$ cat src/rtl/nbc_pkg.sv
package nbc_pkg;

    // Life cycle of one tracking entry.
    typedef enum logic [1:0] {
        ENT_FREE  = 2'd0,
        ENT_PEND  = 2'd1,
        ENT_DRAIN = 2'd2
    } ent_state_e;

    // Outcome of decoding one lookup.
    typedef enum logic [2:0] {
        LK_IDLE  = 3'd0,
        LK_HIT   = 3'd1,
        LK_MERGE = 3'd2,
        LK_ALLOC = 3'd3,
        LK_STALL = 3'd4
    } lk_kind_e;

    function automatic logic is_busy(input ent_state_e s);
        return s != ENT_FREE;
    endfunction

endpackage

$ cat src/rtl/nbc_pick_low.sv
module nbc_pick_low #(
    parameter int N   = 4,
    parameter int IDX_W = $clog2(N)
) (
    input  logic [N-1:0]     req,
    output logic [N-1:0]     gnt,
    output logic [IDX_W-1:0] idx,
    output logic             any
);
    always_comb begin
        gnt = '0;
        idx = '0;
        any = 1'b0;
        for (int i = 0; i < N; i++) begin
            if (req[i] && !any) begin
                gnt[i] = 1'b1;
                idx    = IDX_W'(i);
                any    = 1'b1;
            end
        end
    end
endmodule

$ cat src/rtl/nbc_entry.sv
module nbc_entry
    import nbc_pkg::*;
#(
    parameter int LINE_W     = 26,
    parameter int ID_W       = 6,
    parameter int WAIT_DEPTH = 4,
    parameter int CNT_W      = $clog2(WAIT_DEPTH + 1)
) (
    input  logic              clk,
    input  logic              rst,
    input  logic              alloc_i,
    input  logic              merge_i,
    input  logic [LINE_W-1:0] line_i,
    input  logic [ID_W-1:0]   id_i,
    input  logic              fill_i,
    input  logic              pop_i,
    output ent_state_e        state_o,
    output logic [LINE_W-1:0] line_o,
    output logic [ID_W-1:0]   head_o,
    output logic              full_o
);
    ent_state_e        state_q;
    logic [LINE_W-1:0] line_q;
    logic [ID_W-1:0]   ids_q [WAIT_DEPTH];
    logic [CNT_W-1:0]  cnt_q;

    always_ff @(posedge clk) begin
        if (rst) begin
            state_q <= ENT_FREE;
            cnt_q   <= '0;
            line_q  <= '0;
            for (int i = 0; i < WAIT_DEPTH; i++) ids_q[i] <= '0;
        end else begin
            if (alloc_i) begin
                state_q  <= ENT_PEND;
                line_q   <= line_i;
                ids_q[0] <= id_i;
                cnt_q    <= CNT_W'(1);
            end else if (merge_i) begin
                for (int i = 0; i < WAIT_DEPTH; i++) begin
                    if (CNT_W'(i) == cnt_q) ids_q[i] <= id_i;
                end
                cnt_q <= cnt_q + CNT_W'(1);
            end else if (pop_i) begin
                for (int i = 0; i < WAIT_DEPTH - 1; i++) ids_q[i] <= ids_q[i+1];
                cnt_q <= cnt_q - CNT_W'(1);
                if (cnt_q == CNT_W'(1)) state_q <= ENT_FREE;
            end
            if (fill_i && state_q == ENT_PEND) state_q <= ENT_DRAIN;
        end
    end

    assign state_o = state_q;
    assign line_o  = line_q;
    assign head_o  = ids_q[0];
    assign full_o  = (cnt_q == CNT_W'(WAIT_DEPTH));
endmodule

$ cat src/rtl/nbc_miss_tracker.sv
module nbc_miss_tracker
    import nbc_pkg::*;
#(
    parameter int NUM_ENTRIES = 4,
    parameter int WAIT_DEPTH  = 4,
    parameter int LINE_W      = 26,
    parameter int ID_W        = 6,
    parameter int TAG_W       = $clog2(NUM_ENTRIES)
) (
    input  logic              clk,
    input  logic              rst,
    input  logic              multi_miss_en,
    input  logic              lk_valid,
    input  logic              lk_hit,
    input  logic [LINE_W-1:0] lk_line,
    input  logic [ID_W-1:0]   lk_load_id,
    output logic              lk_stall,
    output logic              fill_req_valid,
    output logic [LINE_W-1:0] fill_req_line,
    output logic [TAG_W-1:0]  fill_req_tag,
    input  logic              fill_ret_valid,
    input  logic [TAG_W-1:0]  fill_ret_tag,
    output logic              wake_valid,
    output logic [ID_W-1:0]   wake_load_id
);
    ent_state_e        ent_state [NUM_ENTRIES];
    logic [LINE_W-1:0] ent_line  [NUM_ENTRIES];
    logic [ID_W-1:0]   ent_head  [NUM_ENTRIES];
    logic [NUM_ENTRIES-1:0] full_vec, free_vec, busy_vec, pend_vec, drain_vec, match_vec;
    logic [NUM_ENTRIES-1:0] alloc_gnt, drain_gnt;
    logic [TAG_W-1:0]       alloc_idx, drain_idx;
    logic                   alloc_any, drain_any;
    lk_kind_e               kind;

    nbc_pick_low #(.N(NUM_ENTRIES), .IDX_W(TAG_W)) u_alloc_pick (
        .req(free_vec), .gnt(alloc_gnt), .idx(alloc_idx), .any(alloc_any)
    );

    nbc_pick_low #(.N(NUM_ENTRIES), .IDX_W(TAG_W)) u_drain_pick (
        .req(drain_vec), .gnt(drain_gnt), .idx(drain_idx), .any(drain_any)
    );

    for (genvar g = 0; g < NUM_ENTRIES; g++) begin : g_ent
        nbc_entry #(
            .LINE_W(LINE_W), .ID_W(ID_W), .WAIT_DEPTH(WAIT_DEPTH)
        ) u_entry (
            .clk     (clk),
            .rst     (rst),
            .alloc_i (kind == LK_ALLOC && alloc_gnt[g]),
            .merge_i (kind == LK_MERGE && match_vec[g]),
            .line_i  (lk_line),
            .id_i    (lk_load_id),
            .fill_i  (fill_ret_valid && fill_ret_tag == TAG_W'(g)),
            .pop_i   (drain_gnt[g]),
            .state_o (ent_state[g]),
            .line_o  (ent_line[g]),
            .head_o  (ent_head[g]),
            .full_o  (full_vec[g])
        );

        assign busy_vec[g]  = is_busy(ent_state[g]);
        assign free_vec[g]  = !busy_vec[g];
        assign pend_vec[g]  = ent_state[g] == ENT_PEND;
        assign drain_vec[g] = ent_state[g] == ENT_DRAIN;
        assign match_vec[g] = busy_vec[g] && ent_line[g] == lk_line;
    end

    // Classify the lookup presented this cycle.
    always_comb begin
        if (!lk_valid)
            kind = LK_IDLE;
        else if (lk_hit)
            kind = LK_HIT;
        else if (|match_vec)
            kind = (|(match_vec & pend_vec & ~full_vec)) ? LK_MERGE : LK_STALL;
        else if (alloc_any && (multi_miss_en || !(|busy_vec)))
            kind = LK_ALLOC;
        else
            kind = LK_STALL;
    end

    assign lk_stall = (kind == LK_STALL);

    always_ff @(posedge clk) begin
        if (rst) begin
            fill_req_valid <= 1'b0;
            fill_req_line  <= '0;
            fill_req_tag   <= '0;
            wake_valid     <= 1'b0;
            wake_load_id   <= '0;
        end else begin
            fill_req_valid <= (kind == LK_ALLOC);
            fill_req_line  <= lk_line;
            fill_req_tag   <= alloc_idx;
            wake_valid     <= drain_any;
            wake_load_id   <= ent_head[drain_idx];
        end
    end
endmodule

$ cat config.mk
export PLATFORM = sky130hd
export DESIGN_NAME = nbc_miss_tracker
export DESIGN_NICKNAME = d
export VERILOG_FILES = /design/src/rtl/nbc_pkg.sv /design/src/rtl/nbc_pick_low.sv /design/src/rtl/nbc_entry.sv /design/src/rtl/nbc_miss_tracker.sv
export SDC_FILE = /design/constraint.sdc
export NUM_CORES = 1
export LEC_CHECK = 0
export CORE_ASPECT_RATIO = 1.4
export CORE_UTILIZATION = 54
export DETAILED_ROUTE_END_ITERATION = 8
export HOLD_SLACK_MARGIN = 0.05
export PLACE_DENSITY = 0.87
export SYNTH_ARGS = -nofsm -noshare
export SYNTH_HDL_FRONTEND = slang
export SYNTH_HIERARCHICAL = 1
export SYNTH_SLANG_ARGS = --single-unit
$ cat constraint.sdc
create_clock -name clk -period 2.68 [get_ports clk]
set_input_delay 0.402 -clock clk [delete_from_list [all_inputs] [get_ports clk]]
set_output_delay 0.402 -clock clk [all_outputs]
set_load 0.01 [all_outputs]
==> results of run 1 <==
cells in the mapped netlist (27+ instances only):
library cell / number
nor4_1: 27
nor2_1: 144
xor2_1: 95
buf_4: 50
edfxtp_1: 96
and2_1: 30
mux2i_1: 104
dfxtp_1: 160
o21ai_0: 44
nand3b_1: 28
nand2b_1: 29
buf_2: 38
nor2b_1: 44
nand2_1: 73
worst max-delay path by stage:
| stage | depth (start not counted) | end | from | slack [ps] |
|---|---|---|---|---|
| finish | 7 | lk_stall | g_ent[1].u_entry/line_o[1]$_SDFFE_PP0P_ | -740 |
| global route | 13 | g_ent[1].u_entry/ids_q[0][12]$_DFFE_PP_ | g_ent[1].u_entry/line_o[1]$_SDFFE_PP0P_ | -810 |
| CTS | 7 | lk_stall | g_ent[1].u_entry/line_o[8]$_SDFFE_PP0P_ | -50 |
| detailed placement | 11 | g_ent[0].u_entry/ids_q[0][17]$_DFFE_PP_ | lk_line[8] | -1010 |
| global placement | 13 | g_ent[1].u_entry/ids_q[0][0]$_DFFE_PP_ | lk_line[8] | -940 |
| floorplan | 13 | g_ent[1].u_entry/ids_q[0][12]$_DFFE_PP_ | lk_line[25] | -100 |
kinds of logic after synthesis:
group,Yosys count,synth area share (%)
AOI/OAI and AO/OA,124,6.44
buffers and inverters,128,6.26
and+or+nand+nor,445,19.2
xor gates and xnor gates,112,7.81
adders and majority gates,24,2.39
DFF,256,48.5
muxes,110,9.37
sequential cells by signal (all words and copies together), names as in the netlist:
signal / flops
g_ent.u_entry/line_o: 104
g_ent.u_entry/ids_q: 96
fill_req_line: 26
g_ent.u_entry/cnt_q: 12
g_ent.u_entry/state_o: 8
wake_load_id: 6
fill_req_tag: 2
fill_req_valid: 1
wake_valid: 1
cell type report:
class	instances	area [µm²]	area share, %
Timing Repair Buffer	269	2620	15.4
Clock buffer	32	662	3.89
Inverter	18	67.6	0.397
Sequential cell	256	6130	36.0
Tap cell	301	377	2.21
Antenna cell	1	2.50	0.0147
Multi-Input combinational cell	815	7090	41.7
Clock inverter	12	66.3	0.390
layer usage:
| layer | vias to the layer above | part of all wire (%) |
|---|---|---|
| met5 | - | 0 |
| met3 | 284 | 8.3 |
| li1 | 4409 | - |
| met2 | 711 | 50 |
| met4 | 0 | 10 |
| met1 | 5010 | 32 |
critical path: stages, from the launching register on:
cell,delay (ps)
dfxtp_1,340
xor2_2,190
nor4_1,740
nand4_1,380
o211ai_1,340
or4_4,200
and3_4,210
buf_6,110
per-stage QoR:
stage | TNS (ps) | worst slack [ps] | util (%) | power (mW) | area (µm²)
after floorplan | -2380 | -99.0 | - | 4.74 | 12700
after global placement | -248080 | -944 | 62.6 | 5.04 | 14200
after detailed placement | -261430 | -1010 | 62.6 | 5.07 | 14200
after CTS | -198 | -49.5 | 69.4 | 8.30 | 15700
after global routing | -191770 | -811 | 74.9 | 8.71 | 17000
final | -186030 | -744 | 75.0 | 8.48 | 17000
where the power goes:
group          switching [mW]  internal [mW]
registers              0.0730           4.16
logic                   0.564          0.421
clock network            1.52           1.74
repair_timing:
item,in CTS,in global routing
endpoints found under the setup margin,317,305
setup buffers,21,21
gates cloned,5,10
resized for setup,188,266
pin swaps,39,105
==> run_results.csv, run 1 <==
group,metric,value,unit
drt,wl_per_cell,24.3,µm
synthesis,yosysSeqAreaShare,48.5,%
critical_path,reg2reg_to,"g_ent[3].u_entry/ids_q[0][15]$_DFFE_PP_",
drt,wirelength,41400,µm
grt,grt_antenna_before_repair,1,
pwr,power.density,499,mW/mm²
synthesis,syn_area,0.0126,mm²
sta,final.setup_skew,22.1,ps
grt,top_usage_layer,"met2",
grt,met2_usage,49.6,%
hold_path,hold_depth,2,
placement,dp.cells,1610,
grt,grt-ovfl-total,0,
sta,fin_crit_sh,128,%
hold_path,min_path_type,"in -> reg",
synthesis,synth_edf_count,96,
critical_path,r2r_cells,10,
final_layout,final_common_cell,"nor2_1",
drt,postRouteAntennaNets,0,
grt,grt_pass1_wl,51700,µm
clock_tree,cts_tree,"built",
critical_path,cp.arrival,3020,ps
grt,grt_pass1_vias,10100,
critical_path,critPathMaxFanout,3,
final_layout,fin_nets,1448,
clock_tree,insertion_delay,530,ps
sta,max_clock_freq,292,MHz
synthesis,postSynthCellCount,1199,
sta,hold_violations,0,
floorplanning,dieHeight,182,µm
critical_path,rrSetupSlack,-740,ps
run_status,status,"complete, but fails checks",
floorplanning,die_w,131,µm
placement,dp_hpwl,20800,µm
drt,via_per_inst,6.11,
synthesis,synth_top_area_share,25.5,%
hold_path,min-delay-start,"lk_line[18]",
final_layout,n_fill_cell,1205,
synthesis,netlist-cell-type-count,49,
floorplanning,start_util,55.3,%
sta,maxSlewHeadroom,39.0,%
clock_tree,clock_sinks,256,
floorplanning,rows,65,
clock_tree,hold_buffers,0,
critical_path,cp.required,2280,ps
sta,rsz0062_at_grt,"yes",
synthesis,yosys.area.top_type,"dfxtp_1",
final_layout,instances_no_fill,1704,
floorplanning,die_area,0.0239,mm²
drt,num_vias,10400,
synthesis,synthFlopType,"dfxtp_1",
final_layout,area_growth,35.5,%
synthesis,synth_seq_cells,256,
final_layout,drive_gt1_share,36.9,%
drt,drc,0,
critical_path,r2r-start,"g_ent[1].u_entry/line_o[1]$_SDFFE_PP0P_",
critical_path,endpoint_kind,"output port",
sta,finalMaxSlewViolations,0,
sta,fin_hold_ws,228,ps
synthesis,synthTopCellsByArea,"dfxtp_1, edfxtp_1, mux2i_1, xor2_1, nor2_1",
placement,port_buffers,76,
pwr,leakagePower,6.37,nW
synthesis,synth.avg_cell_area,10.5,µm²
run_status,violations,"setup timing",
sta,fin_crit,3420,ps
sta,layout_setup_ws,-744,ps
drt,drt_first_pass_iters,5,
grt,globalRouteMet3Util,4.69,%
floorplanning,io_pins,77,
final_layout,most-common-layout-cells,"nor2_1, buf_4, dfxtp_1, mux2i_1, edfxtp_1",
floorplanning,fp.coreArea,0.0227,mm²
grt,grt_util_all_layers,28.1,%
synthesis,syn_nets,1263,
drt,drt_iter0_drc,1128,
sta,tightest_slew,912,ps
hold_path,hold_end,"fill_req_line[18]$_SDFF_PP0_",
clock_tree,h-tree-depth,1,
clock_tree,root_buffer,"clkbuf_16",
job,cap_violations,0,
pwr,peakVddDrop,589,µV
placement,routabilityCongestion,0.876,
critical_path,critPathLaunchType,"register",
sta,setup_viol,317,
clock_tree,clockBufferDepth,3,
grt,use_met1,30.0,%
grt,grt_max_degree,83,
synthesis,synthArstFlopShare,0,%
clock_tree,numCtsBuffers,24,
critical_path,path_class,"reg -> out",
synthesis,yosysWarnings,6,
clock_tree,path_clk_slew,70,ps
Power figures use the tool's default switching activity.
==> run 2: changes to the inputs <==
--- a/config.mk
+++ b/config.mk
@@ -10,6 +10,7 @@
 export DETAILED_ROUTE_END_ITERATION = 8
 export HOLD_SLACK_MARGIN = 0.05
 export PLACE_DENSITY = 0.87
+export REMOVE_ABC_BUFFERS = 1
 export SYNTH_ARGS = -nofsm -noshare
 export SYNTH_HDL_FRONTEND = slang
 export SYNTH_HIERARCHICAL = 1
==> run_results.csv, run 2 (synthesis results as in run 1) <==
group,metric,value,unit
grt,grt-ovfl-total,0,
critical_path,rrSetupSlack,-470,ps
pwr,power_frac_seq,47.5,%
pwr,power,8.92,mW
clock_tree,clockBufferDepth,3,
grt,grt_antenna_before_repair,2,
hold_path,hold_end,"fill_req_line[12]$_SDFF_PP0_",
drt,postRouteAntennaNets,0,
final_layout,most-common-layout-cells,"buf_4, dfxtp_1, nor2_1, mux2i_1, edfxtp_1",
sta,rsz0062_at_grt,"yes",
drt,wirelength,44800,µm
grt,grt_pass1_wl,54500,µm
final_layout,fin_area,0.0171,mm²
run_status,status,"complete, but fails checks",
pwr,clkPwrFrac,40.9,%
placement,dp_hpwl,20000,µm
critical_path,cp-startpoint,"lk_line[15]",
hold_path,hold_depth,2,
grt,grt_pass1_vias,10300,
critical_path,slowest_stage,"nor3_4",
hold_path,min-delay-start,"lk_line[12]",
final_layout,n_fill_cell,1172,
drt,via_per_inst,6.23,
clock_tree,insertion_delay,540,ps
job,cap_violations,0,
drt,drt_iter0_drc,1123,
sta,fin_tns_setup,-78630,ps
clock_tree,hold_buffers,0,
drt,num_vias,10800,
clock_tree,numCtsBuffers,25,
final_layout,fin_nets,1471,
floorplanning,start_util,55.3,%
grt,grt_util_all_layers,29.9,%
clock_tree,root_buffer,"clkbuf_16",
sta,max_clock_freq,318,MHz
drt,wl_per_cell,25.9,µm
critical_path,cp.required,3090,ps
placement,dp_slack,-1210,ps
clock_tree,cts_tree,"built",
final_layout,multi_input_area,0.00710,mm²
critical_path,r2r-start,"g_ent[1].u_entry/line_o[20]$_SDFFE_PP0P_",
critical_path,slowest_delay,380,ps
sta,layout_setup_ws,-468,ps
clock_tree,clock_sinks,256,
hold_path,min_path_type,"in -> reg",
final_layout,area_growth,36.6,%
critical_path,critPathLaunchType,"input port",
floorplanning,io_pins,77,
critical_path,cp.arrival,3560,ps
grt,top_usage_layer,"met2",
pwr,switching_share,25.1,%
pwr,p_switching,2.23,mW
floorplanning,die_area,0.0239,mm²
sta,final.setup_skew,13.1,ps
clock_tree,path_clk_slew,70,ps
critical_path,worstPathCellList,"dlygate4sd2_1 -> buf_4 -> xor2_2 -> nor4_4 -> nand4_1 -> buf_6 -> nor3_4 -> nor4_4 -> buf_4 -> nor2_4 -> buf_6 -> buf_6 -> buf_6 -> nand4bb_4 -> nand3_2 -> a21oi_2",
sta,finalMaxSlewViolations,0,
grt,globalRouteMet3Util,5.45,%
grt,use_met1,31.7,%
pwr,peakVddDrop,760,µV
critical_path,path_class,"in -> reg",
sta,tightest_slew,923,ps
sta,setup_viol,317,
drt,drt_first_pass_iters,5,
final_layout,drive_gt1_share,36.7,%
pwr,power.density,520,mW/mm²
pwr,leakagePower,6.54,nW
final_layout,largest_reg_flops,104,
floorplanning,die_w,131,µm
final_layout,regArea,0.00611,mm²
grt,grt_max_degree,72,
placement,port_buffers,76,
sta,fin_crit,3150,ps
run_status,violations,"setup timing",
placement,place_area,0.0141,mm²
sta,hold_violations,0,
sta,maxSlewHeadroom,38.3,%
pwr,combPwrFrac,11.6,%
critical_path,critPathMaxFanout,6,
clock_tree,h-tree-depth,1,
sta,fin_hold_ws,220,ps
placement,routabilityCongestion,0.982,
floorplanning,rows,65,
grt,met2_usage,53.0,%
sta,fin_crit_sh,117,%
critical_path,endpoint_kind,"register",
floorplanning,fp.coreArea,0.0227,mm²
critical_path,cp_common_cell,"buf_6",
floorplanning,dieHeight,182,µm
drt,drc,0,
critical_path,reg2reg_to,"g_ent[2].u_entry/state_o[1]$_SDFFE_PP0P_",
critical_path,r2r_cells,15,
pwr,p_int,6.68,mW
[run 2: cell count changes in the layout (fill, tap and decap cells not counted), sizes merged]
cell and delta:
dlygate4sd2 +4, clkinv -1, bufinv +3, clkdlybuf4s15 -4, inv +1, clkinvlp -3, clkbuf -5, buf +27
[run 2: power by group through the flow]
stage | clock network (mW) | logic (mW) | registers, mW
global route | 3.79 | 1.06 | 4.24
floorplan | 0 | 0.307 | 4.30
global placement | 0 | 0.744 | 4.29
finish | 3.64 | 1.04 | 4.24
CTS | 3.58 | 0.843 | 4.22
detailed placement | 0 | 0.766 | 4.30
[run 2: how the worst max path moves through the flow]
stage / end / slack, ps / cells past startpoint
6_report: g_ent[2].u_entry/state_o[1]$_SDFFE_PP0P_ / -470 / 16
5_1_grt: g_ent[1].u_entry/ids_q[0][15]$_DFFE_PP_ / -480 / 11
4_1_cts: lk_stall / -150 / 9
3_5_place_dp: g_ent[1].u_entry/ids_q[0][15]$_DFFE_PP_ / -1210 / 13
3_3_place_gp: g_ent[1].u_entry/ids_q[0][12]$_DFFE_PP_ / -1080 / 12
2_1_floorplan: g_ent[0].u_entry/ids_q[0][12]$_DFFE_PP_ / -1980 / 9
[run 2: area by class of cell]
type                       count  area share (%)
antenna                        1          0.0146
tap                          301            2.20
clock inverter                12           0.795
timing repair buffer         291            15.6
multi-input combinational    815            41.4
sequential                   256            35.6
clock buffer                  32            3.99
inverter                      18           0.394
[run 2: timing repair]
| item | 4_1_cts | 5_1_grt |
|---|---|---|
| pin swaps | 67 | 106 |
| hold endpoints to repair | 0 | 0 |
| gates resized for setup | 187 | 273 |
| cloned | 1 | 8 |
| setup buffers | 29 | 30 |
| setup endpoints to repair | 317 | 317 |
[run 2: critical path: cells and delay by family]
kind	cells	cell delay, ps
AND/OR/NAND/NOR	7	1400
buffers and inverters	7	1210
AO/OA/AOI/OAI	1	330
XOR/XNOR	1	190
[run 2: metal layers]
metal / vias to the layer above / share of wire (%)
li1: 4464 / -
met4: 2 / 10
met1: 5185 / 32
met5: - / 0.027
met2: 781 / 48
met3: 328 / 9.1
[run 2: metrics by stage]
| stage | util [%] | std cells |
|---|---|---|
| 2_1_floorplan | - | 1089 |
| 3_3_place_gp | 62.3 | 1616 |
| 3_5_place_dp | 62.3 | 1616 |
| 4_1_cts | 69.7 | 1687 |
| 5_1_grt | 75.6 | 1725 |
| 6_report | 75.6 | 1726 |
